## config.mk

```make
export PLATFORM = sky130hd
export DESIGN_NAME = mdio_mgmt_top
export DESIGN_NICKNAME = d
export VERILOG_FILES = /design/src/rtl/mdio_mgmt_pkg.sv /design/src/rtl/mdio_clk_div.sv /design/src/rtl/mdio_frame_engine.sv /design/src/rtl/mdio_reg_window.sv /design/src/rtl/mdio_mgmt_top.sv
export SDC_FILE = /design/constraint.sdc
export NUM_CORES = 1
export LEC_CHECK = 0
export BUFFER_PORTS_ARGS = -buffer_cell sky130_fd_sc_hd__buf_2
export CORE_MARGIN = 1.5
export CORE_UTILIZATION = 30
export DETAILED_ROUTE_END_ITERATION = 8
export HOLD_SLACK_MARGIN = 0.1
export SKIP_CTS_REPAIR_TIMING = 1
export SYNTH_ARGS = -nofsm -noshare
export SYNTH_HDL_FRONTEND = slang
export SYNTH_SLANG_ARGS = --single-unit
```

## constraint.sdc

```tcl
create_clock -name clk -period 1.8 [get_ports clk]
set_clock_uncertainty 0.05 [all_clocks]
set_input_delay 0.09 -clock clk [delete_from_list [all_inputs] [get_ports clk]]
set_output_delay 0.09 -clock clk [all_outputs]
set_load 0.02 [all_outputs]
```

## src/rtl/mdio_mgmt_pkg.sv

```systemverilog
package mdio_mgmt_pkg;
  localparam int DATA_W     = 16;
  localparam int FIELD_W    = 5;
  localparam int PRE_BITS   = 32;
  localparam int FRAME_BITS = 64;
  localparam int TA_POS     = 46;
  localparam int DATA_POS   = 48;
  localparam int BUS_W      = 32;

  localparam int CTRL_GO_BIT = 0;
  localparam int CTRL_EN_BIT = 3;

  typedef enum logic [1:0] {
    WIN_TARGET = 2'd0,
    WIN_WVAL   = 2'd1,
    WIN_RVAL   = 2'd2,
    WIN_CTRL   = 2'd3
  } win_idx_e;

  // Layout of the target word: direction at bit 10, PHY at 9:5, register at 4:0
  typedef struct packed {
    logic               is_read;
    logic [FIELD_W-1:0] phy;
    logic [FIELD_W-1:0] regnum;
  } mdio_cmd_t;

  localparam int CMD_W = $bits(mdio_cmd_t);

  function automatic logic [FRAME_BITS-1:0] build_frame(mdio_cmd_t c, logic [DATA_W-1:0] wv);
    logic [1:0]        op;
    logic [1:0]        ta;
    logic [DATA_W-1:0] dat;
    op  = c.is_read ? 2'b10 : 2'b01;
    ta  = c.is_read ? 2'b11 : 2'b10;
    dat = c.is_read ? '0 : wv;
    return {{PRE_BITS{1'b1}}, 2'b01, op, c.phy, c.regnum, ta, dat};
  endfunction
endpackage

```

## src/rtl/mdio_clk_div.sv

```systemverilog
module mdio_clk_div #(
  parameter int CLK_HALF = 2
) (
  input  logic clk,
  input  logic rst_n,
  input  logic run_i,
  output logic mdc_o,
  output logic rise_o,
  output logic fall_o
);
  logic term;

  generate
    if (CLK_HALF == 1) begin : g_direct
      assign term = run_i;
    end else begin : g_count
      localparam int CW = $clog2(CLK_HALF);
      logic [CW-1:0] cnt_q;
      assign term = run_i && (cnt_q == CW'(CLK_HALF - 1));
      always_ff @(posedge clk) begin
        if (!rst_n || !run_i || term) cnt_q <= '0;
        else                          cnt_q <= cnt_q + 1'b1;
      end
    end
  endgenerate

  assign rise_o = term && !mdc_o;
  assign fall_o = term && mdc_o;

  always_ff @(posedge clk) begin
    if (!rst_n || !run_i) mdc_o <= 1'b0;
    else if (term)        mdc_o <= ~mdc_o;
  end

  // clock parked low whenever the engine is idle
  assert_mdc_parked_R6: assert property (@(posedge clk) disable iff (!rst_n)
    !run_i |-> !mdc_o) else $error("mdc high while idle");
endmodule

```

## src/rtl/mdio_frame_engine.sv

```systemverilog
module mdio_frame_engine
  import mdio_mgmt_pkg::*;
(
  input  logic              clk,
  input  logic              rst_n,
  input  logic              start_i,
  input  mdio_cmd_t         cmd_i,
  input  logic [DATA_W-1:0] wval_i,
  input  logic              rise_i,
  input  logic              fall_i,
  input  logic              mdio_i,
  output logic              busy_o,
  output logic              done_o,
  output logic              done_rd_o,
  output logic [DATA_W-1:0] cap_o,
  output logic              mdio_o,
  output logic              mdio_oe_o
);
  localparam int BW   = $clog2(FRAME_BITS);
  localparam int LAST = FRAME_BITS - 1;

  logic                  busy_q;
  logic                  is_rd_q;
  logic [FRAME_BITS-1:0] frame_q;
  logic [BW-1:0]         bit_q;
  logic [DATA_W-1:0]     cap_q;
  logic                  last_bit;

  assign last_bit  = (bit_q == BW'(LAST));
  assign busy_o    = busy_q;
  assign done_o    = busy_q && fall_i && last_bit;
  assign done_rd_o = is_rd_q;
  assign cap_o     = cap_q;
  assign mdio_o    = frame_q[FRAME_BITS-1];
  assign mdio_oe_o = busy_q && !(is_rd_q && (bit_q >= BW'(TA_POS)));

  always_ff @(posedge clk) begin
    if (!rst_n) begin
      busy_q  <= 1'b0;
      is_rd_q <= 1'b0;
      frame_q <= '0;
      bit_q   <= '0;
      cap_q   <= '0;
    end else if (!busy_q) begin
      if (start_i) begin
        busy_q  <= 1'b1;
        is_rd_q <= cmd_i.is_read;
        frame_q <= build_frame(cmd_i, wval_i);
        bit_q   <= '0;
      end
    end else begin
      if (rise_i && is_rd_q && (bit_q >= BW'(DATA_POS)))
        cap_q <= {cap_q[DATA_W-2:0], mdio_i};
      if (fall_i) begin
        if (last_bit) begin
          busy_q <= 1'b0;
        end else begin
          bit_q   <= bit_q + 1'b1;
          frame_q <= {frame_q[FRAME_BITS-2:0], 1'b0};
        end
      end
    end
  end

  // a frame only ends on a falling management clock edge
  assert_busy_ends_on_fall_R6: assert property (@(posedge clk) disable iff (!rst_n)
    $fell(busy_q) |-> $past(fall_i)) else $error("frame ended off a falling edge");

  // a start request during a frame does not move the bit position
  assert_start_ignored_R5: assert property (@(posedge clk) disable iff (!rst_n)
    (busy_q && start_i && !fall_i) |=> $stable(bit_q)) else $error("frame restarted");

  // line released whenever no frame runs
  assert_idle_release_R10: assert property (@(posedge clk) disable iff (!rst_n)
    $fell(busy_q) |-> !mdio_oe_o) else $error("line driven after frame");
endmodule

```

## src/rtl/mdio_reg_window.sv

```systemverilog
module mdio_reg_window
  import mdio_mgmt_pkg::*;
(
  input  logic              clk,
  input  logic              rst_n,
  input  logic              bus_wr_en,
  input  logic [1:0]        bus_addr,
  input  logic [BUS_W-1:0]  bus_wdata,
  output logic [BUS_W-1:0]  bus_rdata,
  input  logic              busy_i,
  input  logic              done_i,
  input  logic              done_rd_i,
  input  logic [DATA_W-1:0] cap_i,
  output logic              start_o,
  output mdio_cmd_t         cmd_o,
  output logic [DATA_W-1:0] wval_o
);
  mdio_cmd_t         cmd_q;
  logic [DATA_W-1:0] wval_q;
  logic [DATA_W-1:0] rval_q;
  logic              en_q;
  win_idx_e          idx;

  assign idx     = win_idx_e'(bus_addr);
  assign cmd_o   = cmd_q;
  assign wval_o  = wval_q;
  assign start_o = bus_wr_en && (idx == WIN_CTRL) &&
                   bus_wdata[CTRL_GO_BIT] && bus_wdata[CTRL_EN_BIT];

  always_ff @(posedge clk) begin
    if (!rst_n) begin
      cmd_q  <= '0;
      wval_q <= '0;
      rval_q <= '0;
      en_q   <= 1'b0;
    end else begin
      if (bus_wr_en) begin
        case (idx)
          WIN_TARGET: cmd_q  <= mdio_cmd_t'(bus_wdata[CMD_W-1:0]);
          WIN_WVAL:   wval_q <= bus_wdata[DATA_W-1:0];
          WIN_CTRL:   en_q   <= bus_wdata[CTRL_EN_BIT];
          default:    ;
        endcase
      end
      if (done_i && done_rd_i) rval_q <= cap_i;
    end
  end

  always_comb begin
    bus_rdata = '0;
    case (idx)
      WIN_TARGET: bus_rdata[CMD_W-1:0]  = cmd_q;
      WIN_WVAL:   bus_rdata[DATA_W-1:0] = wval_q;
      WIN_RVAL:   bus_rdata[DATA_W-1:0] = rval_q;
      WIN_CTRL: begin
        bus_rdata[CTRL_GO_BIT] = busy_i;
        bus_rdata[CTRL_EN_BIT] = en_q;
      end
      default: ;
    endcase
  end

  // a frame can only begin while the interface is enabled
  assert_start_needs_en_R4: assert property (@(posedge clk) disable iff (!rst_n)
    $rose(busy_i) |-> en_q) else $error("frame began while disabled");

  // read value holds unless a read frame completes
  assert_rval_hold_R10: assert property (@(posedge clk) disable iff (!rst_n)
    !(done_i && done_rd_i) |=> $stable(rval_q)) else $error("read value moved");
endmodule

```

## src/rtl/mdio_mgmt_top.sv

```systemverilog
module mdio_mgmt_top
  import mdio_mgmt_pkg::*;
#(
  parameter int CLK_HALF = 2
) (
  input  logic        clk,
  input  logic        rst_n,
  input  logic        bus_wr_en,
  input  logic [1:0]  bus_addr,
  input  logic [31:0] bus_wdata,
  output logic [31:0] bus_rdata,
  output logic        mdc,
  input  logic        mdio_i,
  output logic        mdio_o,
  output logic        mdio_oe
);
  logic              busy, done, done_rd, start, rise, fall;
  logic [DATA_W-1:0] cap, wval;
  mdio_cmd_t         cmd;

  mdio_reg_window u_regs (
    .clk(clk), .rst_n(rst_n), .bus_wr_en(bus_wr_en), .bus_addr(bus_addr),
    .bus_wdata(bus_wdata), .bus_rdata(bus_rdata), .busy_i(busy), .done_i(done),
    .done_rd_i(done_rd), .cap_i(cap), .start_o(start), .cmd_o(cmd), .wval_o(wval)
  );

  mdio_clk_div #(.CLK_HALF(CLK_HALF)) u_div (
    .clk(clk), .rst_n(rst_n), .run_i(busy), .mdc_o(mdc), .rise_o(rise), .fall_o(fall)
  );

  mdio_frame_engine u_eng (
    .clk(clk), .rst_n(rst_n), .start_i(start), .cmd_i(cmd), .wval_i(wval),
    .rise_i(rise), .fall_i(fall), .mdio_i(mdio_i), .busy_o(busy), .done_o(done),
    .done_rd_o(done_rd), .cap_o(cap), .mdio_o(mdio_o), .mdio_oe_o(mdio_oe)
  );
endmodule

```

Word-level counts from Yosys, hierarchy flattened
Cells that the tools add are included.
{ "totals": {"elab_cells": 72, "output_inout_bits": 35, "register_bits": 134} }
{ "op_classes": {"n_bitwise": 2, "addsub": 2, "n_eq_ne": 6, "reduce_logical": 27, "order_cmp": 2, "mux": 20} }
{ "op_table": {"columns": ["op", "count"], "rows": [
  ["64-bit two-way mux", 4],
  ["6-bit two-way mux", 4],
  ["7-bit case mux with 3 select lines", 1],
  ["16-bit two-way mux", 1],
  ["1-bit logical AND", 13],
  ["6-bit greater-or-equal comparator (second input constant)", 2],
  ["5-bit case mux with 2 select lines", 1],
  ["2-bit AND reduction", 5],
  ["1-bit case mux with 4 select lines", 2],
  ["6-bit by 1-bit adder with 6-bit output (second input constant)", 1],
  ["6-bit equality test (second input constant)", 1],
  ["2-bit case mux with 3 select lines", 1],
  ["1-bit two-way mux", 5],
  ["2-bit equality test (second input constant)", 2],
  ["1-bit logical NOT", 4],
  ["3-bit AND reduction", 1],
  ["2-bit by 1-bit equality test with 1-bit output (second input constant)", 1],
  ["2-bit logical NOT", 1],
  ["1-bit logical OR", 2],
  ["2-bit two-way mux", 1],
  ["2-bit by 1-bit inequality test with 1-bit output (second input constant)", 1],
  ["2-bit inequality test (second input constant)", 1],
  ["1-bit inverter", 2],
  ["2-bit nonzero test", 1],
  ["1-bit adder (second input constant)", 1]
]} }

Longest topological paths before layout
Gate-level depths: netlist (run 1).
{ "depth": {"depth_word": 6, "ltp_mapped": 8} }

Cells and area by module
From an unflattened synthesis (run 1), not the netlist that was laid out.
{ "unflattened": {"hier_cells": 666, "hier_area_um2": 6462.4} }
{ "modules_own_cells": {"columns": ["module", "area_each_um2", "cells_each", "seq_area_each_um2", "instances"], "rows": [
  ["mdio_frame_engine", 4017.6, 394, 1761.7, 1],
  ["mdio_reg_window", 2369.8, 263, 880.8, 1],
  ["mdio_clk_div", 75.1, 9, 40.0, 1]
]} }

Worst setup path after synthesis (run 1)
OpenSTA, ideal clock, no wires.
{ "synth_path": {"kind": "register to register", "from": "reg u_eng.bit_q[0]", "to": "reg u_eng.frame_q[50]", "path_slack_ns": 0.113, "required_time_ns": 1.618, "path_stages_with_launch": 9, "t_arrival_ns": 1.505, "synth_period_minus_slack_ns": 1.687, "cell_sequence": "dfxtp_1 ha_1 and4_1 buf_6 a21o_4 buf_6 buf_6 nor3_1 nor3_1"} }
{ "synth_via": {"elab_chain_cells": 3} }
{ "synth_lines": {"columns": ["item", "line_no", "source"], "rows": [
  ["start: declaration", "mdio_frame_engine.sv:25", "logic [BW-1:0] bit_q;"],
  ["start signal: assignment", "mdio_frame_engine.sv:58", "bit_q <= bit_q + 1'b1;"],
  ["6-bit equality test", "mdio_frame_engine.sv:29", "assign last_bit = (bit_q == BW'(LAST));"],
  ["2-bit inequality test (no line)", null, null],
  ["3-bit AND reduction (no line)", null, null],
  ["end signal: assignment", "mdio_frame_engine.sv:48", "frame_q <= build_frame(cmd_i, wval_i);"],
  ["end signal: assignment", "mdio_frame_engine.sv:59", "frame_q <= {frame_q[FRAME_BITS-2:0], 1'b0};"],
  ["end: declaration", "mdio_frame_engine.sv:24", "logic [FRAME_BITS-1:0] frame_q;"]
]} }
No other way between the ends.
A chain may end at the register's enable or synchronous reset.

Worst setup path in the final report (run 1)
{ "layout_path": {"from": "reg u_eng.busy_q (netlist: u_eng.busy_o)", "to": "out bus_rdata[0]"} }
{ "layout_via": {"elab_chain_cells": 1} }
{ "layout_lines": {"columns": ["item", "line_no", "source"], "rows": [
  ["start: declaration", "mdio_frame_engine.sv:22", "logic busy_q;"],
  ["start signal: assignment", "mdio_frame_engine.sv:39", "busy_q <= 1'b0;"],
  ["start signal: assignment", "mdio_frame_engine.sv:46", "busy_q <= 1'b1;"],
  ["start signal: assignment", "mdio_frame_engine.sv:56", "busy_q <= 1'b0;"],
  ["1-bit case mux with 4 select lines", "mdio_reg_window.sv:51", "case (idx)"],
  ["end: declaration", "mdio_mgmt_top.sv:11", "output logic [31:0] bus_rdata,"]
]} }
No other way between the ends.

==> results of run 1 <==
state kept, by name (all words and copies together), names as in the netlist:
signal / count
u_eng.cap_o: 16
u_eng.busy_o: 1
u_eng.bit_q: 6
u_regs.en_q: 1
u_eng.done_rd_o: 1
u_regs.rval_q: 16
u_eng.frame_q: 64
u_div.mdc_o: 1
u_div.g_count.cnt_q: 1
u_regs.cmd_o: 11
u_regs.wval_o: 16
path summary, 6_finish.rpt:
check                          from                end  cells after the start
hold / removal          bus_addr[1]        u_regs.en_q                      4
setup / recovery       u_eng.busy_o       bus_rdata[0]                      4
hold reg to reg   u_eng.frame_q[31]  u_eng.frame_q[31]                      2
setup reg to reg     u_eng.bit_q[1]  u_eng.frame_q[10]                      7
logic make-up after synthesis:
logic type | synth area share, %
xor gates and xnor gates | 0.294
AOI/OAI and AO/OA | 15.2
and+or+nand+nor | 24.5
muxes | 4.70
DFF | 45.0
buffers and inverters | 8.81
other | 0.0629
adders and majority gates | 1.47
cells in the final DEF, fill, tap and decap left out, types with 7 or more instances in the layout:
master,Yosys,final
a21oi_1,67,67
a222oi_1,11,11
dlygate4sd3_1,0,19
buf_12,0,12
nor3_1,129,128
nand3_1,10,10
nor2_1,28,28
ha_1,7,7
mux2i_1,28,28
nor3b_1,15,15
a211oi_2,20,20
clkbuf_16,0,18
conb_1,1,16
dfxtp_1,134,133
nand2_1,102,102
buf_4,20,33
buf_2,15,40
cell usage after synthesis (7+ instances only):
library cell	instances
buf_2	15
nand2_1	102
nand3_1	10
mux2i_1	28
buf_4	20
a222oi_1	11
nor3b_1	15
dfxtp_1	134
ha_1	7
nor2_1	28
inv_1	7
clkbuf_1	30
a211oi_2	20
a21oi_1	67
buf_6	12
nor3_1	129
critical path, delay by kind of cell, from the launching register on:
| family | cells | cell delay [ns] |
|---|---|---|
| mux | 1 | 0.17 |
| compound gates | 1 | 0.31 |
| flops | 1 | 0.34 |
| buf+inv | 2 | 0.35 |
stage by stage:
| stage | cell area [um2] | worst slack (ns) | total power [mW] |
|---|---|---|---|
| 2_1_floorplan | 6020 | 0.113 | 3.39 |
| 3_3_place_gp | 6530 | 0.0559 | 3.49 |
| 3_5_place_dp | 6530 | -0.00629 | 3.49 |
| 4_1_cts | 7130 | -0.0143 | 7.05 |
| 5_1_grt | 7390 | 0.00314 | 7.27 |
| 6_report | 7390 | 0.0698 | 7.01 |
power groups by stage:
stage,sequential (mW),clock [mW],combinational (mW)
detailed placement,3.12,0,0.371
global placement,3.12,0,0.369
floorplan,3.11,0,0.282
CTS,3.05,3.62,0.373
finish,3.05,3.55,0.408
global route,3.06,3.77,0.448
routing by layer:
layer	GRT usage [%]	vias up	part of all wire [%]
li1	-	2538	-
met1	19.7	2395	49
met2	21.2	137	45
met3	4.04	14	5.4
met4	4.99	0	1.3
met5	0	-	0
final cells by class:
type,instances,area share [%]
clock buffers,19,5.86
clock inverters,13,2.30
well taps,265,4.49
flip-flops and latches,134,36.3
inverters,7,0.389
multi-input cells,484,38.4
repair buffers,105,12.2
==> reports/results.tsv, run 1 <==
stage	metric	value	unit
drt	vias per std cell	4.95	
clocking	insertion delay of the later-clocked pin in the worst-skew pair	0.42	ns
worst_setup_path	Crit Path Category	flop to output pin	
power	switching fraction of total power	23.4	%
synthesis	EDFF count, synth	0	
sta	setup repair after global routing missed its margin	no	
floorplanning	DIE HEIGHT	144	um
cells_and_area	area taken by multi-input logic gates	2840	um2
sta	post-layout min period	1.73	ns
power	clock share of power	50.6	%
sta	worst hold margin	0.211	ns
clocking	clock tree buffer depth	2	
worst_setup_path	peak per-stage delay on the critical path	0.34	ns
clocking	Num CTS Buffers	17	
worst_setup_path	flop-to-flop setup slack	0.12	ns
cells_and_area	register area	2690	um2
synthesis	ys async rst share	0	%
floorplanning	I/O Pins	73	
worst_setup_path	capturing element type of the critical path	output pin	
floorplanning	die area	20700	um2
drt	Routed WL	14400	um
cells_and_area	Filler Cells Inserted	1988	
clocking	level count of the clock H-tree	4	
cells_and_area	share of final-layout standard cells stronger than drive strength 1	19.4	%
worst_setup_path	crit start category	flop	
power	leakage power	2.55	nW
placed_design	HPWL after detailed placement	9140	um
sta	number of pins with negative max-slew slack in the final report	0	
clocking	clock sink total	134	
clocking	post-CTS clock slew at the launch and capture registers of the worst setup and hold paths	0.06	ns
synthesis	proportion of netlist area held by the largest area contributor	45.0	%
floorplanning	Die Width	144	um
synthesis	Post-Synthesis Mean Instance Area	8.63	um2
sta	hold violation total from the final report	0	
cells_and_area	diode count	0	
cells_and_area	Area Overhead vs Synth	24.0	%
placed_design	number of I/O port buffers	40	
grt	initial antenna violation count	0	
cells_and_area	net count reported at finish	794	
floorplanning	row count	51	
synthesis	leading post-synthesis cells by cell area	dfxtp_1 45%, nor3_1 11%, nand2_1 6.4%	
floorplanning	Initial Util	30.6	%
sta	relative max-transition margin	61.5	%
synthesis	number of synthesized register bits	134	
worst_setup_path	library cell contributing the largest single delay on the critical path	dfxtp_4	
sta	maximum clock frequency	0.578	GHz
grt	gr ovfl total	0	
worst_setup_path	Crit Path Max Fanout	7	
synthesis	Synth Warn #	0	
drt	count of vias placed by the detailed router	5084	
synthesis	dominant cell type by area after synthesis	dfxtp_1	
power	combinational power share	5.8	%
power	Peak VDD IR	0.677	mV
synthesis	prevailing post-synth register cell	dfxtp_1	
drt	number of detailed-route iterations in the first pass	5	
sta	transition time at the pin with the least slew margin	0.577	ns
synthesis	cell count after synthesis	691	
cells_and_area	non-filler cells in the finished layout	1027	
synthesis	Synth Cell Area	5960	um2
power	Power per Cell Area	949	nW/um2
sta	fraction of the cycle the final worst path needs	96.1	%
placed_design	Final GP Congestion	0.790	
drt	remaining routing DRC violations	0	
power	Psw	1.64	mW
grt	wire length of the first global-routing pass	23500	um
placed_design	placed cells	971	
drt	average wire per cell in the routed design	14.0	um
worst_setup_path	arrival time of data at the critical path endpoint	1.59	ns
drt	antenna violation net count after detailed routing	0	
worst_setup_path	data required time of the worst path	1.66	ns
worst_hold_path	Hold Path Class	primary input to flop	
clocking	Root Buffer	clkbuf_16	
drt	Iteration-0 DRC Markers	380	
grt	pin count of the biggest net entering global routing	49	
floorplanning	Core Region	19500	um2
sta	setup violation total in the final timing report	0	
clocking	CTS tree	built	
power	sequential cell fraction of total power	43.5	%
cells_and_area	Util after Layout	38.0	%
sta	final sum of negative setup slack	0	ns
job	Max Cap Viol	0	
worst_setup_path	crit-path cells	buf_4 -> a222oi_1 -> mux2i_1 -> buf_2	
grt	global-route usage over all layers	14.3	%
synthesis	share of the yosys chip area belonging to registers	45.0	%
synthesis	post-synth cell types	45	
run_status	result of the run	finished clean	
grt	number of global-route vias before repair	4646	
power	P_int	5.37	mW
Note: power is estimated with default switching activity, not from simulation.
==> run 2: changes to the inputs <==
--- a/config.mk
+++ b/config.mk
@@ -6,10 +6,12 @@
 export NUM_CORES = 1
 export LEC_CHECK = 0
 export BUFFER_PORTS_ARGS = -buffer_cell sky130_fd_sc_hd__buf_2
+export CORE_ASPECT_RATIO = 1.1
 export CORE_MARGIN = 1.5
-export CORE_UTILIZATION = 30
+export CORE_UTILIZATION = 45
 export DETAILED_ROUTE_END_ITERATION = 8
 export HOLD_SLACK_MARGIN = 0.1
+export PLACE_DENSITY = 0.67
 export SKIP_CTS_REPAIR_TIMING = 1
 export SYNTH_ARGS = -nofsm -noshare
 export SYNTH_HDL_FRONTEND = slang
==> run 2 against run 1 <==
  * Routed wire length decreased by 4.6%
  * Flip-flop and latch count did not move
  * Cell count is 12% lower
  * Sequential share of layout area is 1.3 points higher
  * Largest cell class unchanged
  * Highest routed layer unchanged
==> reports/results.tsv, run 2 (synthesis gave the netlist of run 1 again) <==
stage	metric	value	unit
worst_setup_path	arrival time of data at the critical path endpoint	1.62	ns
power	clock share of power	51.8	%
cells_and_area	most common library cell in the layout ignoring fill and taps	dfxtp_1	
floorplanning	row count	43	
clocking	Num CTS Buffers	17	
sta	maximum clock frequency	0.569	GHz
worst_setup_path	crit start category	flop	
power	Psw	1.53	mW
drt	count of vias placed by the detailed router	5045	
floorplanning	I/O Pins	73	
drt	Routed WL	13700	um
worst_setup_path	data required time of the worst path	1.66	ns
power	switching fraction of total power	21.3	%
drt	number of detailed-route iterations in the first pass	5	
placed_design	placed cells	850	
clocking	insertion delay of the later-clocked pin in the worst-skew pair	0.42	ns
cells_and_area	diode count	0	
drt	Iteration-0 DRC Markers	367	
placed_design	number of I/O port buffers	40	
sta	number of pins with negative max-slew slack in the final report	0	
sta	transition time at the pin with the least slew margin	0.553	ns
placed_design	Final GP Congestion	0.801	
sta	relative max-transition margin	63.2	%
worst_setup_path	capturing element type of the critical path	output pin	
floorplanning	die area	13900	um2
worst_setup_path	Crit Path Category	flop to output pin	
placed_design	Cell Area, Placed	6240	um2
cells_and_area	Final Instance Area	7140	um2
cells_and_area	Util after Layout	56.0	%
grt	met2 Track Usage GR	32.5	%
worst_setup_path	crit-path cells	buf_12 -> a222oi_1 -> mux2i_1 -> buf_2	
clocking	Root Buffer	clkbuf_16	
grt	pin count of the biggest net entering global routing	60	
power	P_int	5.63	mW
sta	setup violation total in the final timing report	0	
job	Max Cap Viol	0	
floorplanning	Die Width	113	um
cells_and_area	Reg with most FFs	u_eng.frame_q	
cells_and_area	max reg flops	64	
sta	post-layout min period	1.76	ns
grt	GR met3 Demand/Resource	5.94	%
sta	fraction of the cycle the final worst path needs	97.7	%
grt	initial antenna violation count	0	
grt	GRT Max-Usage Layer	met2	
clocking	CTS tree	built	
floorplanning	Core Region	12800	um2
worst_setup_path	Critical path buffers and inverters	2	
drt	vias per std cell	5.58	
drt	remaining routing DRC violations	0	
worst_hold_path	Hold Path Class	primary input to flop	
grt	gr ovfl total	0	
worst_setup_path	cell type group with the largest total delay on the critical path	flip-flops	
sta	worst hold margin	0.167	ns
cells_and_area	top library cells by usage in the layout, fill and taps aside	132 x dfxtp_1, 129 x nor3_1, 102 x nand2_1, 67 x a21oi_1, 40 x buf_2	
cells_and_area	net count reported at finish	779	
placed_design	HPWL after detailed placement	8710	um
floorplanning	DIE HEIGHT	124	um
clocking	level count of the clock H-tree	4	
power	combinational power share	5.4	%
power	Peak VDD IR	0.666	mV
worst_setup_path	peak per-stage delay on the critical path	0.40	ns
power	Power per Cell Area	1000	nW/um2
clocking	clock sink total	134	
drt	average wire per cell in the routed design	15.2	um
grt	number of global-route vias before repair	4587	
grt	met1 Usage GRT	24.9	%
cells_and_area	share of final-layout standard cells stronger than drive strength 1	17.7	%
power	sequential cell fraction of total power	42.8	%
worst_setup_path	Crit Path Max Fanout	31	
drt	antenna violation net count after detailed routing	0	
floorplanning	Initial Util	46.8	%
sta	setup repair after global routing missed its margin	yes	
grt	wire length of the first global-routing pass	22200	um
cells_and_area	non-filler cells in the finished layout	904	
sta	hold violation total from the final report	0	
power	total power	7.15	mW
clocking	clock tree buffer depth	2	
worst_setup_path	library cell contributing the largest single delay on the critical path	dfxtp_4	
clocking	post-CTS clock slew at the launch and capture registers of the worst setup and hold paths	0.06	ns
power	leakage power	2.49	nW
cells_and_area	Area Overhead vs Synth	19.8	%
grt	global-route usage over all layers	19.9	%
run_status	result of the run	finished clean	
run 2: cell count changes in the layout (fill, tap and decap cells not counted), sizes merged:
cell	change
clkbuf	+5
bufinv	+1
clkinvlp	-2
buf	-15
inv	-4
run 2: layer usage:
| metal | part of all wire (%) | up-vias |
|---|---|---|
| met4 | 2.0 | 0 |
| met2 | 48 | 151 |
| met3 | 5.2 | 26 |
| met1 | 45 | 2364 |
| li1 | - | 2504 |
| met5 | 0 | - |
run 2: path summary, 6_finish.rpt:
path / start / endpoint / slack (ns) / depth (start not counted)
min reg2reg: u_regs.rval_q[11] / u_regs.rval_q[11] / 0.40 / 2
max: u_eng.busy_o / bus_rdata[0] / 0.04 / 4
max reg2reg: u_eng.bit_q[0] / u_eng.frame_q[29] / 0.10 / 7
min: bus_addr[1] / u_regs.en_q / 0.17 / 4
run 2: area by class of cell:
class	count	area (um2)
inverters	7	28.8
flip-flops and latches	134	2690
well taps	157	196
multi-input cells	484	2840
clock inverters	8	144
repair buffers	90	753
fillers	1124	5610
clock buffers	24	492
run 2: stage by stage:
step,worst slack [ns],setup TNS [ns]
4_1_cts,-0.190,-0.251
5_1_grt,-0.0675,-0.0782
6_report,0.0417,0
2_1_floorplan,0.113,0
3_5_place_dp,0.00326,0
3_3_place_gp,0.0648,0
run 2: worst min-delay path: stages:
cell	delay (ns)
buf_2	0.13
ha_1	0.23
nand3_1	0.09
a21oi_1	0.05
run 2: power groups by stage:
stage                     combinational (mW)  clock [mW]  sequential, mW
after global placement                 0.342           0            3.12
final                                  0.388        3.71            3.06
after detailed placement               0.351           0            3.12
after global routing                   0.426        3.90            3.06
after floorplan                        0.282           0            3.11
after CTS                              0.353        3.74            3.06
